**src/rtl/lbist_pkg.sv**
```systemverilog
package lbist_pkg;

    localparam int GEN_W = 32;
    localparam int SIG_W = 32;
    localparam logic [SIG_W-1:0] SIG_MASK = 32'h0040_0007;

    typedef enum logic [2:0] {
        ST_IDLE,
        ST_SHIFT,
        ST_CAPTURE,
        ST_UNLOAD,
        ST_VERDICT
    } lbist_state_e;

    typedef struct packed {
        logic scan_en;
        logic cap_en;
        logic gen_load;
        logic gen_adv;
        logic gen_mute;
        logic sig_load;
        logic sig_comp;
    } lbist_ctl_t;

    function automatic logic [GEN_W-1:0] gen_step(input logic [GEN_W-1:0] s);
        return {s[GEN_W-2:0], s[31] ^ s[21] ^ s[1] ^ s[0]};
    endfunction

    function automatic logic [SIG_W-1:0] sig_step(input logic [SIG_W-1:0] m,
                                                  input logic [SIG_W-1:0] inj);
        return {m[SIG_W-2:0], 1'b0} ^ (m[SIG_W-1] ? SIG_MASK : '0) ^ inj;
    endfunction

    function automatic int unsigned mix_tap(input int unsigned ch, input int unsigned k);
        int unsigned offs;
        offs = (k == 0) ? 0 : ((k == 1) ? 11 : 23);
        return (7 * ch + offs) % GEN_W;
    endfunction

endpackage

```
**src/rtl/lbist_prpg.sv**
```systemverilog
module lbist_prpg
    import lbist_pkg::*;
#(
    parameter int NUM_CHAINS = 4,
    parameter logic [GEN_W-1:0] SEED = 32'h1
) (
    input  logic                  clk,
    input  logic                  rst,
    input  logic                  load,
    input  logic                  adv,
    input  logic                  mute,
    output logic [NUM_CHAINS-1:0] mix_out,
    output logic                  is_zero
);
    logic [GEN_W-1:0] gen_q;

    always_ff @(posedge clk) begin
        if (rst)
            gen_q <= SEED;
        else if (load)
            gen_q <= SEED;
        else if (adv)
            gen_q <= gen_step(gen_q);
    end

    assign is_zero = (gen_q == '0);

    for (genvar c = 0; c < NUM_CHAINS; c++) begin : g_mix
        localparam int unsigned TA = mix_tap(c, 0);
        localparam int unsigned TB = mix_tap(c, 1);
        localparam int unsigned TC = mix_tap(c, 2);
        assign mix_out[c] = !mute & (gen_q[TA] ^ gen_q[TB] ^ gen_q[TC]);
    end
endmodule

```
**src/rtl/lbist_misr.sv**
```systemverilog
module lbist_misr
    import lbist_pkg::*;
#(
    parameter int NUM_CHAINS = 4
) (
    input  logic                  clk,
    input  logic                  rst,
    input  logic                  load,
    input  logic                  comp,
    input  logic [NUM_CHAINS-1:0] resp,
    output logic [SIG_W-1:0]      sig
);
    localparam int STRIDE = SIG_W / NUM_CHAINS;

    logic [SIG_W-1:0] inj;

    always_comb begin
        inj = '0;
        for (int c = 0; c < NUM_CHAINS; c++)
            inj[c * STRIDE] = resp[c];
    end

    always_ff @(posedge clk) begin
        if (rst)
            sig <= '1;
        else if (load)
            sig <= '1;
        else if (comp)
            sig <= sig_step(sig, inj);
    end
endmodule

```
**src/rtl/lbist_seq.sv**
```systemverilog
module lbist_seq
    import lbist_pkg::*;
#(
    parameter int CHAIN_LEN    = 8,
    parameter int NUM_PATTERNS = 6
) (
    input  logic       clk,
    input  logic       rst,
    input  logic       start_req,
    input  logic       sig_match,
    input  logic       gen_zero,
    output lbist_ctl_t ctl,
    output logic       busy,
    output logic       pass,
    output logic       fail
);
    localparam int CW = $clog2(CHAIN_LEN + 1);
    localparam int PW = $clog2(NUM_PATTERNS + 1);
    localparam logic [CW-1:0] LAST_BIT = CW'(CHAIN_LEN - 1);
    localparam logic [PW-1:0] LAST_PAT = PW'(NUM_PATTERNS - 1);

    lbist_state_e state;
    logic [CW-1:0] bit_cnt;
    logic [PW-1:0] pat_cnt;
    logic          zero_seen;

    always_comb begin
        ctl          = '0;
        ctl.scan_en  = (state == ST_SHIFT) || (state == ST_UNLOAD);
        ctl.cap_en   = (state == ST_CAPTURE);
        ctl.gen_load = (state == ST_IDLE) && start_req;
        ctl.sig_load = (state == ST_IDLE) && start_req;
        ctl.gen_adv  = (state == ST_SHIFT);
        ctl.gen_mute = (state != ST_SHIFT);
        ctl.sig_comp = ((state == ST_SHIFT) && (pat_cnt != '0)) || (state == ST_UNLOAD);
    end

    always_ff @(posedge clk) begin
        if (rst) begin
            state     <= ST_IDLE;
            bit_cnt   <= '0;
            pat_cnt   <= '0;
            busy      <= 1'b0;
            pass      <= 1'b0;
            fail      <= 1'b0;
            zero_seen <= 1'b0;
        end else begin
            if (busy && gen_zero)
                zero_seen <= 1'b1;
            unique case (state)
                ST_IDLE: begin
                    if (start_req) begin
                        state     <= ST_SHIFT;
                        bit_cnt   <= '0;
                        pat_cnt   <= '0;
                        busy      <= 1'b1;
                        pass      <= 1'b0;
                        fail      <= 1'b0;
                        zero_seen <= 1'b0;
                    end
                end
                ST_SHIFT: begin
                    if (bit_cnt == LAST_BIT) begin
                        bit_cnt <= '0;
                        state   <= ST_CAPTURE;
                    end else begin
                        bit_cnt <= bit_cnt + 1'b1;
                    end
                end
                ST_CAPTURE: begin
                    pat_cnt <= pat_cnt + 1'b1;
                    state   <= (pat_cnt == LAST_PAT) ? ST_UNLOAD : ST_SHIFT;
                end
                ST_UNLOAD: begin
                    if (bit_cnt == LAST_BIT) begin
                        bit_cnt <= '0;
                        state   <= ST_VERDICT;
                    end else begin
                        bit_cnt <= bit_cnt + 1'b1;
                    end
                end
                ST_VERDICT: begin
                    pass  <= sig_match && !zero_seen && !gen_zero;
                    fail  <= !(sig_match && !zero_seen && !gen_zero);
                    busy  <= 1'b0;
                    state <= ST_IDLE;
                end
                default: state <= ST_IDLE;
            endcase
        end
    end
endmodule

```
**src/rtl/lbist_ctrl.sv**
```systemverilog
module lbist_ctrl
    import lbist_pkg::*;
#(
    parameter int NUM_CHAINS   = 4,
    parameter int CHAIN_LEN    = 8,
    parameter int NUM_PATTERNS = 6,
    parameter logic [GEN_W-1:0] SEED   = 32'h1,
    parameter logic [SIG_W-1:0] GOLDEN = 32'h0
) (
    input  logic                  clk,
    input  logic                  rst,
    input  logic                  start_req,
    input  logic [NUM_CHAINS-1:0] chain_so,
    output logic [NUM_CHAINS-1:0] chain_si,
    output logic                  scan_en,
    output logic                  cap_en,
    output logic                  busy,
    output logic                  pass,
    output logic                  fail
);
    lbist_ctl_t       ctl;
    logic             gen_zero;
    logic [SIG_W-1:0] sig;

    lbist_seq #(
        .CHAIN_LEN   (CHAIN_LEN),
        .NUM_PATTERNS(NUM_PATTERNS)
    ) u_seq (
        .clk      (clk),
        .rst      (rst),
        .start_req(start_req),
        .sig_match(sig == GOLDEN),
        .gen_zero (gen_zero),
        .ctl      (ctl),
        .busy     (busy),
        .pass     (pass),
        .fail     (fail)
    );

    lbist_prpg #(
        .NUM_CHAINS(NUM_CHAINS),
        .SEED      (SEED)
    ) u_prpg (
        .clk    (clk),
        .rst    (rst),
        .load   (ctl.gen_load),
        .adv    (ctl.gen_adv),
        .mute   (ctl.gen_mute),
        .mix_out(chain_si),
        .is_zero(gen_zero)
    );

    lbist_misr #(
        .NUM_CHAINS(NUM_CHAINS)
    ) u_misr (
        .clk (clk),
        .rst (rst),
        .load(ctl.sig_load),
        .comp(ctl.sig_comp),
        .resp(chain_so),
        .sig (sig)
    );

    assign scan_en = ctl.scan_en;
    assign cap_en  = ctl.cap_en;
endmodule

```
**config.mk**
```make
export PLATFORM = sky130hd
export DESIGN_NAME = lbist_ctrl
export DESIGN_NICKNAME = d
export VERILOG_FILES = /design/src/rtl/lbist_pkg.sv /design/src/rtl/lbist_prpg.sv /design/src/rtl/lbist_misr.sv /design/src/rtl/lbist_seq.sv /design/src/rtl/lbist_ctrl.sv
export SDC_FILE = /design/constraint.sdc
export NUM_CORES = 1
export LEC_CHECK = 0
export BUFFER_PORTS_ARGS = -buffer_cell sky130_fd_sc_hd__buf_2
export CAP_MARGIN = 20
export CORE_MARGIN = 5
export CORE_UTILIZATION = 54
export DETAILED_ROUTE_END_ITERATION = 12
export PLACE_DENSITY = 0.75
export REMOVE_ABC_BUFFERS = 1
export SLEW_MARGIN = 0
export SYNTH_ARGS = -nofsm -noshare
export SYNTH_HDL_FRONTEND = slang
export SYNTH_SLANG_ARGS = --single-unit
export TNS_END_PERCENT = 10
```
**constraint.sdc**
```tcl
create_clock -name clk -period 1.4 [get_ports clk]
set_input_delay 0.42 -clock clk [delete_from_list [all_inputs] [get_ports clk]]
set_output_delay 0.42 -clock clk [all_outputs]
set_load 0.02 [all_outputs]
```
== Yosys cells after proc, flatten, opt, wreduce, memory -nomap -nowiden ==
Index checks and enable logic that the tools add are counted.

* Add/sub/neg operators: 2
* Eq/ne operators: 10
* Mux-type cells: 19
* Bitwise operators: 17
* Reductions and logical operators: 24

{| class="wikitable"
|+ Operators by type and width
! kind !! count
|-
| $logic_not A32 Y1 || 2
|-
| $xor A32 B25 Y32 || 1
|-
| $xor A32 B32 Y32 || 1
|-
| $mux W23 || 1
|-
| $mux W3 || 4
|-
| $pmux W3 S4 || 1
|-
| $xor A1 B1 Y1 || 11
|-
| $mux W4 || 2
|-
| $pmux W4 S2 || 1
|-
| $eq A3 B2 Y1 const B || 2
|-
| $eq A3 B3 Y1 const B || 2
|-
| $ne A2 B2 Y1 const B || 3
|-
| $pmux W1 S2 || 3
|-
| $pmux W3 S2 || 1
|-
| $reduce_and A2 Y1 || 3
|-
| $reduce_bool A2 Y1 || 3
|-
| $logic_and A1 B1 Y1 || 5
|-
| $mux W1 || 5
|-
| $add A4 B1 Y4 const B || 1
|-
| $and A1 B1 Y1 || 4
|-
| $eq A4 B3 Y1 const B || 1
|-
| $logic_not A1 Y1 || 4
|-
| $reduce_or A2 Y1 || 2
|-
| $add A3 B1 Y3 const B || 1
|-
| 7 further kinds || 8
|}

* Register bits: 78
* Input port bits: 7
* Output and inout bits: 9
* Word-level logic and storage cells: 81

== Logic depth before layout (Yosys ltp) ==
Gate-level depths: netlist of run 1.

* Depth in word-level cells: 5
* Gate-level depth with buffers: 9
* Depth with buffers taken out: 6

== Modules after synthesis ==
A second synthesis of run 1 with hierarchy kept.

* Cells, all modules: 337
* Area total of the unflattened synthesis: 3353.2 µm²

{| class="wikitable"
|+ By module, submodules not included
! module !! times used !! cells each !! area an instance (µm²) !! seq. area each (µm²)
|-
| lbist_prpg || 1 || 135 || 1313.8 || 640.6
|-
| lbist_misr || 1 || 114 || 1270.0 || 640.6
|-
| lbist_seq || 1 || 77 || 696.9 || 280.3
|-
| lbist_ctrl || 1 || 11 || 72.6 || 0.0
|}

== Least setup slack after synthesis of run 1 ==
No wires, ideal clock.

* Kind: register -> output
* Start point: reg u_seq.state[2]
* End point: out chain_si[0]
* Arrival: 1.562 ns
* Data required time: 0.980 ns
* Slack: -0.582 ns
* Cell stages (with the launch flop): 8
* Buffers on the path: 3
* Cells stage by stage: dfxtp_1 -> nand2b_1 -> buf_6 -> inv_6 -> nand2b_1 -> buf_6 -> buf_4 -> nor3_1

* Word-level cells in the longest chain between the ends: 3

{| class="wikitable"
|+ Ends and longest elaborated chain
! what !! RTL line !! RTL
|-
| start, declared || lbist_seq.sv:22 || <nowiki>lbist_state_e state;</nowiki>
|-
| start signal, assigned || lbist_seq.sv:72 || <nowiki>state <= (pat_cnt == LAST_PAT) ? ST_UNLOAD : ST_SHIFT;</nowiki>
|-
| $ne A3 B1 Y1 || lbist_seq.sv:34 || <nowiki>ctl.gen_mute = (state != ST_SHIFT);</nowiki>
|-
| $logic_not A1 Y1 || lbist_prpg.sv:32 || <nowiki>assign mix_out[c] = !mute & (gen_q[TA] ^ gen_q[TB] ^ gen_q[TC]);</nowiki>
|-
| $and A1 B1 Y1 || lbist_prpg.sv:32 ||
|-
| end, declared || lbist_ctrl.sv:14 || <nowiki>output logic [NUM_CHAINS-1:0] chain_si,</nowiki>
|}

No other way between the ends.

== Worst setup path after layout of run 1 ==
* Start point: reg u_prpg.gen_q[23]
* End point: out chain_si[0]

* Word-level cells in the longest chain between the ends: 2

{| class="wikitable"
|+ Ends and longest elaborated chain
! what !! RTL line !! RTL
|-
| start, declared || lbist_prpg.sv:15 || <nowiki>logic [GEN_W-1:0] gen_q;</nowiki>
|-
| start signal, assigned || lbist_prpg.sv:23 || <nowiki>gen_q <= gen_step(gen_q);</nowiki>
|-
| $xor A1 B1 Y1 || lbist_prpg.sv:32 ||
|-
| $and A1 B1 Y1 || lbist_prpg.sv:32 ||
|}

No other way between the ends.

==> impl_metrics.toml, run 1 <==
[outcome]
status = "finished with violations"
violations = "setup timing"

[final_layout]
regArea_um2 = 1580
layout_commonest_cell = "nand2_1"
num_antenna_cells = 0
final_cell_mix = "nand2_1, dfxtp_1, buf_4"
drive_above_1_share = 0.282
multi_input_area_um2 = 1680
area_growth_pct = 28.7
fin_area_um2 = 4140
finalNetCount = 464
n_fill_cell = 465

[critical_path]
r2r_end = "u_seq.fail"
r2r_setup_slack_ns = -0.09
reg2reg_from = "u_misr.sig[14]"
path_class = "flip-flop to output port"
crit_arrival_ns = 1.30
endpoint_kind = "output port"
rr_worst_depth = 4
path_max_fanout = 3
required_ns = 0.98
setup.worst_path.start_class = "flip-flop"

[drt]
drc_errors = 0
viasPerCell = 5.30
ant_nets = 0
wl_per_cell_um = 13.4
drtIter0Drc = 229
vias = 2826
dr.pass1.iters = 4
drt_wl_total_um = 7160

[flow_run]
drv_cap = 0

[global_route]
grt_start_max_net_pins = 40
grt_pass1_wl_um = 11300
grt_usage = 0.188
antenna_found_initial = 0
overflow = 0
grt_pass1_vias = 2664

[place]
placed_area_um2 = 3630
gp_congestion = 0.758
port_buffers = 15
preCtsSetupSlack_ns = -0.129
dpl.hpwl_um = 4350

[yosys]
netlist_area_um2 = 3220
avgSynthCellArea_um2 = 8.09
synth_area_leaders = "dfxtp_1, nand2_1, a21oi_1, nand3_1, nor4_1"
synth_top_cell_by_area = "dfxtp_1"
syn_inst = 398
yosysSeqAreaShare = 0.485
yosys_warnings = 0
synth.top_cell.area_share = 0.485
synth.distinct_cells = 40
ys_ff_latch = 78

[floorplan]
core_area_um2 = 5850
die_w_um = 87.2
start_util = 0.550
die_h_um = 87.2
std_cell_rows = 28
die_area_um2 = 7600
pin_count = 16

[clock_tree]
cts_made_buffers = 9
cts.sinks = 78
clk_pin_slew_ns = 0.08
cts_tree = "yes"
clk_latency_ns = 0.34
clk_path_buf_depth = 2
cts_root_buf = "clkbuf_8"
hold_buffers = 0
cts.htree.levels = 3

[timing]
clock_skew_ns = 0.00973
max_freq_ghz = 0.581
finalHoldViolations = 0
finalWorstSetupSlack_ns = -0.321
fin_crit_sh = 1.23
rsz0062_at_grt = "yes"
worstMarginPinSlew_ns = 0.311
maxSlewHeadroom = 0.790
setup_viol = 10
fin_crit_ns = 1.72
slew_viol_final = 0
holdWs_ns = 0.367

[min_path]
hp-class = "input port to flip-flop"
holdPathEnd = "u_seq.pat_cnt[0]"
hp-start = "rst"
hold_depth = 2

[pwr]
finalPower_mw = 4.00
vdd_drop_max_v = 0.000689
powerDensity_nw_per_um2 = 965
p_leak_nw = 1.71
worst max path at each step:
| stage | startpoint | to |
|---|---|---|
| floorplan | u_seq.state[0] | chain_si[0] |
| global placement | u_misr.sig[13] | u_seq.fail |
| detailed placement | u_misr.sig[13] | u_seq.fail |
| CTS | u_prpg.gen_q[12] | chain_si[3] |
| global route | u_prpg.gen_q[18] | chain_si[1] |
| finish | u_prpg.gen_q[23] | chain_si[0] |
per-stage QoR:
stage	utilization	cells	setup TNS (ns)
floorplan	-	374	-35.93
global placement	0.620	506	-1.59
detailed placement	0.620	506	-2.11
CTS	0.662	525	-2.08
global route	0.708	533	-3.38
finish	0.708	533	-1.78
kinds of logic after synthesis:
family / Yosys count / synth area share
AND/OR/NAND/NOR: 212 / 0.297
AO/OA/AOI/OAI: 60 / 0.109
XOR/XNOR: 15 / 0.0408
adder cells (fa/ha/maj): 4 / 0.0156
buffers and inverters: 29 / 0.0521
flip-flops: 78 / 0.485
metal layers:
layer,vias to the layer above,track usage,share of wire
li1,1457,-,-
met4,0,0.0502,0.0041
met5,-,0,0
met2,36,0.322,0.51
met1,1331,0.226,0.45
met3,2,0.0624,0.033
final cells by class:
| type | instances | area share |
|---|---|---|
| well taps | 75 | 0.0227 |
| clock buffers | 10 | 0.0332 |
| clock inverters | 6 | 0.00907 |
| inverters | 5 | 0.00574 |
| multi-input cells | 291 | 0.406 |
| repair buffers | 68 | 0.141 |
| flip-flops and latches | 78 | 0.382 |
Yosys cell counts:
library cell  instances
inv_1                 4
xnor2_1               9
and2_0                1
nand2b_1              2
nor2_1               14
xor2_1                6
nand3b_1              3
a21o_1                1
nor2b_1               1
a21oi_2               1
and2_1                4
or3_1                 1
o21bai_1              1
a31oi_2               1
nor3_1               10
a211oi_1              1
nand4_1               2
o2111ai_1             1
o21ai_1               1
nand2_1             123
dfxtp_1              78
a21oi_1              37
and4_1                2
clkbuf_1              3
ha_1                  4
o21ai_0               5
inv_6                 1
buf_6                 2
a22oi_1               2
a2111oi_0             1
o21a_1                1
nor3b_1               3
and3b_1               1
or4_1                 2
nand3_1              28
buf_2                13
buf_4                 6
nor4b_1               1
nor4_1               14
o211ai_1              7
sequential cells by signal, summed over array words and instances (netlist names):
register / count
u_misr.sig: 32
u_prpg.gen_q: 32
u_seq.bit_cnt: 4
u_seq.busy: 1
u_seq.fail: 1
u_seq.pass: 1
u_seq.pat_cnt: 3
u_seq.state: 3
u_seq.zero_seen: 1
worst max-delay path, cell delays in order, from the launching register on:
cell and delay (ns):
dfxtp_4 0.37, xor2_2 0.18, and2_4 0.16, nor3_2 0.09, buf_4 0.16
timing repair:
| item | 4_1_cts | 5_1_grt |
|---|---|---|
| pin swaps | 8 | 13 |
| resized for setup | 17 | 49 |
| setup endpoints to repair | 39 | 75 |
| buffers inserted | 3 | 8 |
where the power goes:
part	switching, mW	internal, mW	total [mW]
Clock	0.795	0.681	1.48
Sequential	0.00860	2.22	2.23
Combinational	0.166	0.122	0.288
Total	0.970	3.03	4.00
No activity file was read; power rests on OpenSTA's default activity.
==> inputs of run 2 (changes only) <==
Settings changed: ABC_CLOCK_PERIOD_IN_PS from default to 1500, CORE_UTILIZATION 54 to 57, CTS_BUF_LIST from default to sky130_fd_sc_hd__clkbuf_2 sky130_fd_sc_hd__clkbuf_4 sky130_fd_sc_hd__clkbuf_8, PLACE_DENSITY 0.75 to 0.79.
Clock period 1.4 ns to 1.5 ns, I/O delays scaled along.
==> run 2 against run 1 <==
The flow still finishes with violations (setup timing); cell area fell by 9.9%; worst hold slack gained 0.040 ns; utilization down 3.1 points; sequential share of layout area rose by 4.0 points; wire length shrank 12%; first-iteration DRC count down 17%; total power is 9.6% lower; register-to-register slack improved by 0.12 ns; clock power down 12%; combinational power decreased by 23%; critical path type unchanged; critical endpoint is now chain_si[1]; largest power group unchanged.
==> impl_metrics.toml, run 2 (same netlist as run 1, synthesis figures left out) <==
[pwr]
vdd_drop_max_v = 0.000710
p_leak_nw = 1.47
powerDensity_nw_per_um2 = 969

[final_layout]
top_regs = "u_misr.sig (32), u_prpg.gen_q (32), u_seq.bit_cnt (4)"
n_fill_cell = 418
drive_above_1_share = 0.184
num_antenna_cells = 0
postLayoutCoreUtil = 0.677
layout_commonest_cell = "nand2_1"
finalNetCount = 430
final_cell_mix = "nand2_1, dfxtp_1, a21oi_1"
area_growth_pct = 15.9

[clock_tree]
clk_path_buf_depth = 2
cts_tree = "yes"
clk_pin_slew_ns = 0.07
clk_latency_ns = 0.34
cts.htree.levels = 3
cts_made_buffers = 9
cts_root_buf = "clkbuf_8"
cts.sinks = 78

[global_route]
grt_pass1_vias = 2481
overflow = 0
antenna_found_initial = 0
grt_usage = 0.179
grt_start_max_net_pins = 40
grt_pass1_wl_um = 10800

[timing]
slew_viol_final = 0
finalHoldViolations = 0
fin_crit_sh = 1.17
clock_skew_ns = 0.00910
setup_viol = 6
worstMarginPinSlew_ns = 0.426
maxSlewHeadroom = 0.713
rsz0062_at_grt = "yes"
max_freq_ghz = 0.571
finalWorstSetupSlack_ns = -0.250
fin_crit_ns = 1.75

[critical_path]
path_class = "flip-flop to output port"
worstPathCellList = "xor2_2, and2_1, nor3_2, buf_4"
cp_slowest_cell = "dfxtp_2"
endpoint_kind = "output port"
path_max_fanout = 4
crit_arrival_ns = 1.30
critPathMaxStageDelay_ns = 0.35
required_ns = 1.05
setup.worst_path.start_class = "flip-flop"

[drt]
wl_per_cell_um = 12.8
ant_nets = 0
drc_errors = 0
drtIter0Drc = 190
dr.pass1.iters = 5
vias = 2687
viasPerCell = 5.43
drt_wl_total_um = 6320

[floorplan]
start_util = 0.584
die_area_um2 = 7250
pin_count = 16
die_h_um = 85.1
core_area_um2 = 5510
die_w_um = 85.1
std_cell_rows = 27

[place]
port_buffers = 15
gp_congestion = 0.769
dpl.hpwl_um = 4220
preCtsSetupSlack_ns = -0.0701

[outcome]
violations = "setup timing"
status = "finished with violations"

[min_path]
hp-class = "input port to flip-flop"

[flow_run]
drv_cap = 0
-- run 2: changes by cell type in the layout (fill, tap and decap cells not counted), sizes merged --
cell	before	now
buf	68	34
clkinvlp	3	1
inv	4	5
-- run 2: cell type report --
type                    instances  area [µm²]  area share
repair buffers                 34         302      0.0809
clock buffers                  10         131      0.0352
clock inverters                 5        27.5     0.00738
inverters                       5        23.8     0.00638
multi-input cells             291        1580       0.423
flip-flops and latches         78        1580       0.422
well taps                      72        90.1      0.0242
-- run 2: report_power, final --
group | internal [mW] | leakage, nW | switching [mW]
Sequential | 2.08 | 0.636 | 0.0105
Combinational | 0.0840 | 0.747 | 0.139
Clock | 0.598 | 0.0851 | 0.702
-- run 2: worst max-delay path, delay by kind of cell, from the launching register on --
kind                   cells  cell delay, ns
buffers and inverters      1            0.16
flip-flops                 1            0.35
AND/OR/NAND/NOR            2            0.27
XOR/XNOR                   1            0.18
-- run 2: metrics by stage --
stage	power [mW]	hold slack, ns	instance area [µm²]	TNS, ns	std cells
floorplan	2.24	0.442	3070	-28.67	374
global placement	2.34	0.454	3440	-0.129	480
detailed placement	2.34	0.457	3440	-0.218	480
CTS	3.65	0.391	3660	-1.27	495
global route	3.76	0.403	3730	-1.72	495
finish	3.61	0.407	3730	-1.08	495
-- run 2: final timing paths --
kind	startpoint	to	slack (ns)	cells after the start
setup / recovery	u_prpg.gen_q[7]	chain_si[1]	-0.25	4
setup reg to reg	u_prpg.gen_q[7]	u_seq.fail	0.03	4
hold reg to reg	u_prpg.gen_q[24]	u_prpg.gen_q[25]	0.47	2
hold / removal	rst	u_seq.bit_cnt[2]	0.41	2
-- run 2: what timing repair did --
action | CTS | global route
pin swaps | 0 | 1
endpoints found under the setup margin | 6 | 19
hold buffers | 0 | 0
buffers inserted | 0 | 0
resized for setup | 22 | 16
-- run 2: per-layer routing --
| layer | wire length [µm] | vias up | part of all wire | GRT usage |
|---|---|---|---|---|
| li1 | - | 1381 | - | - |
| met1 | 2900 | 1252 | 0.46 | 0.228 |
| met2 | 3110 | 50 | 0.49 | 0.294 |
| met3 | 269 | 4 | 0.043 | 0.0544 |
| met4 | 38 | 0 | 0.0060 | 0.0475 |
| met5 | 0 | - | 0 | 0 |
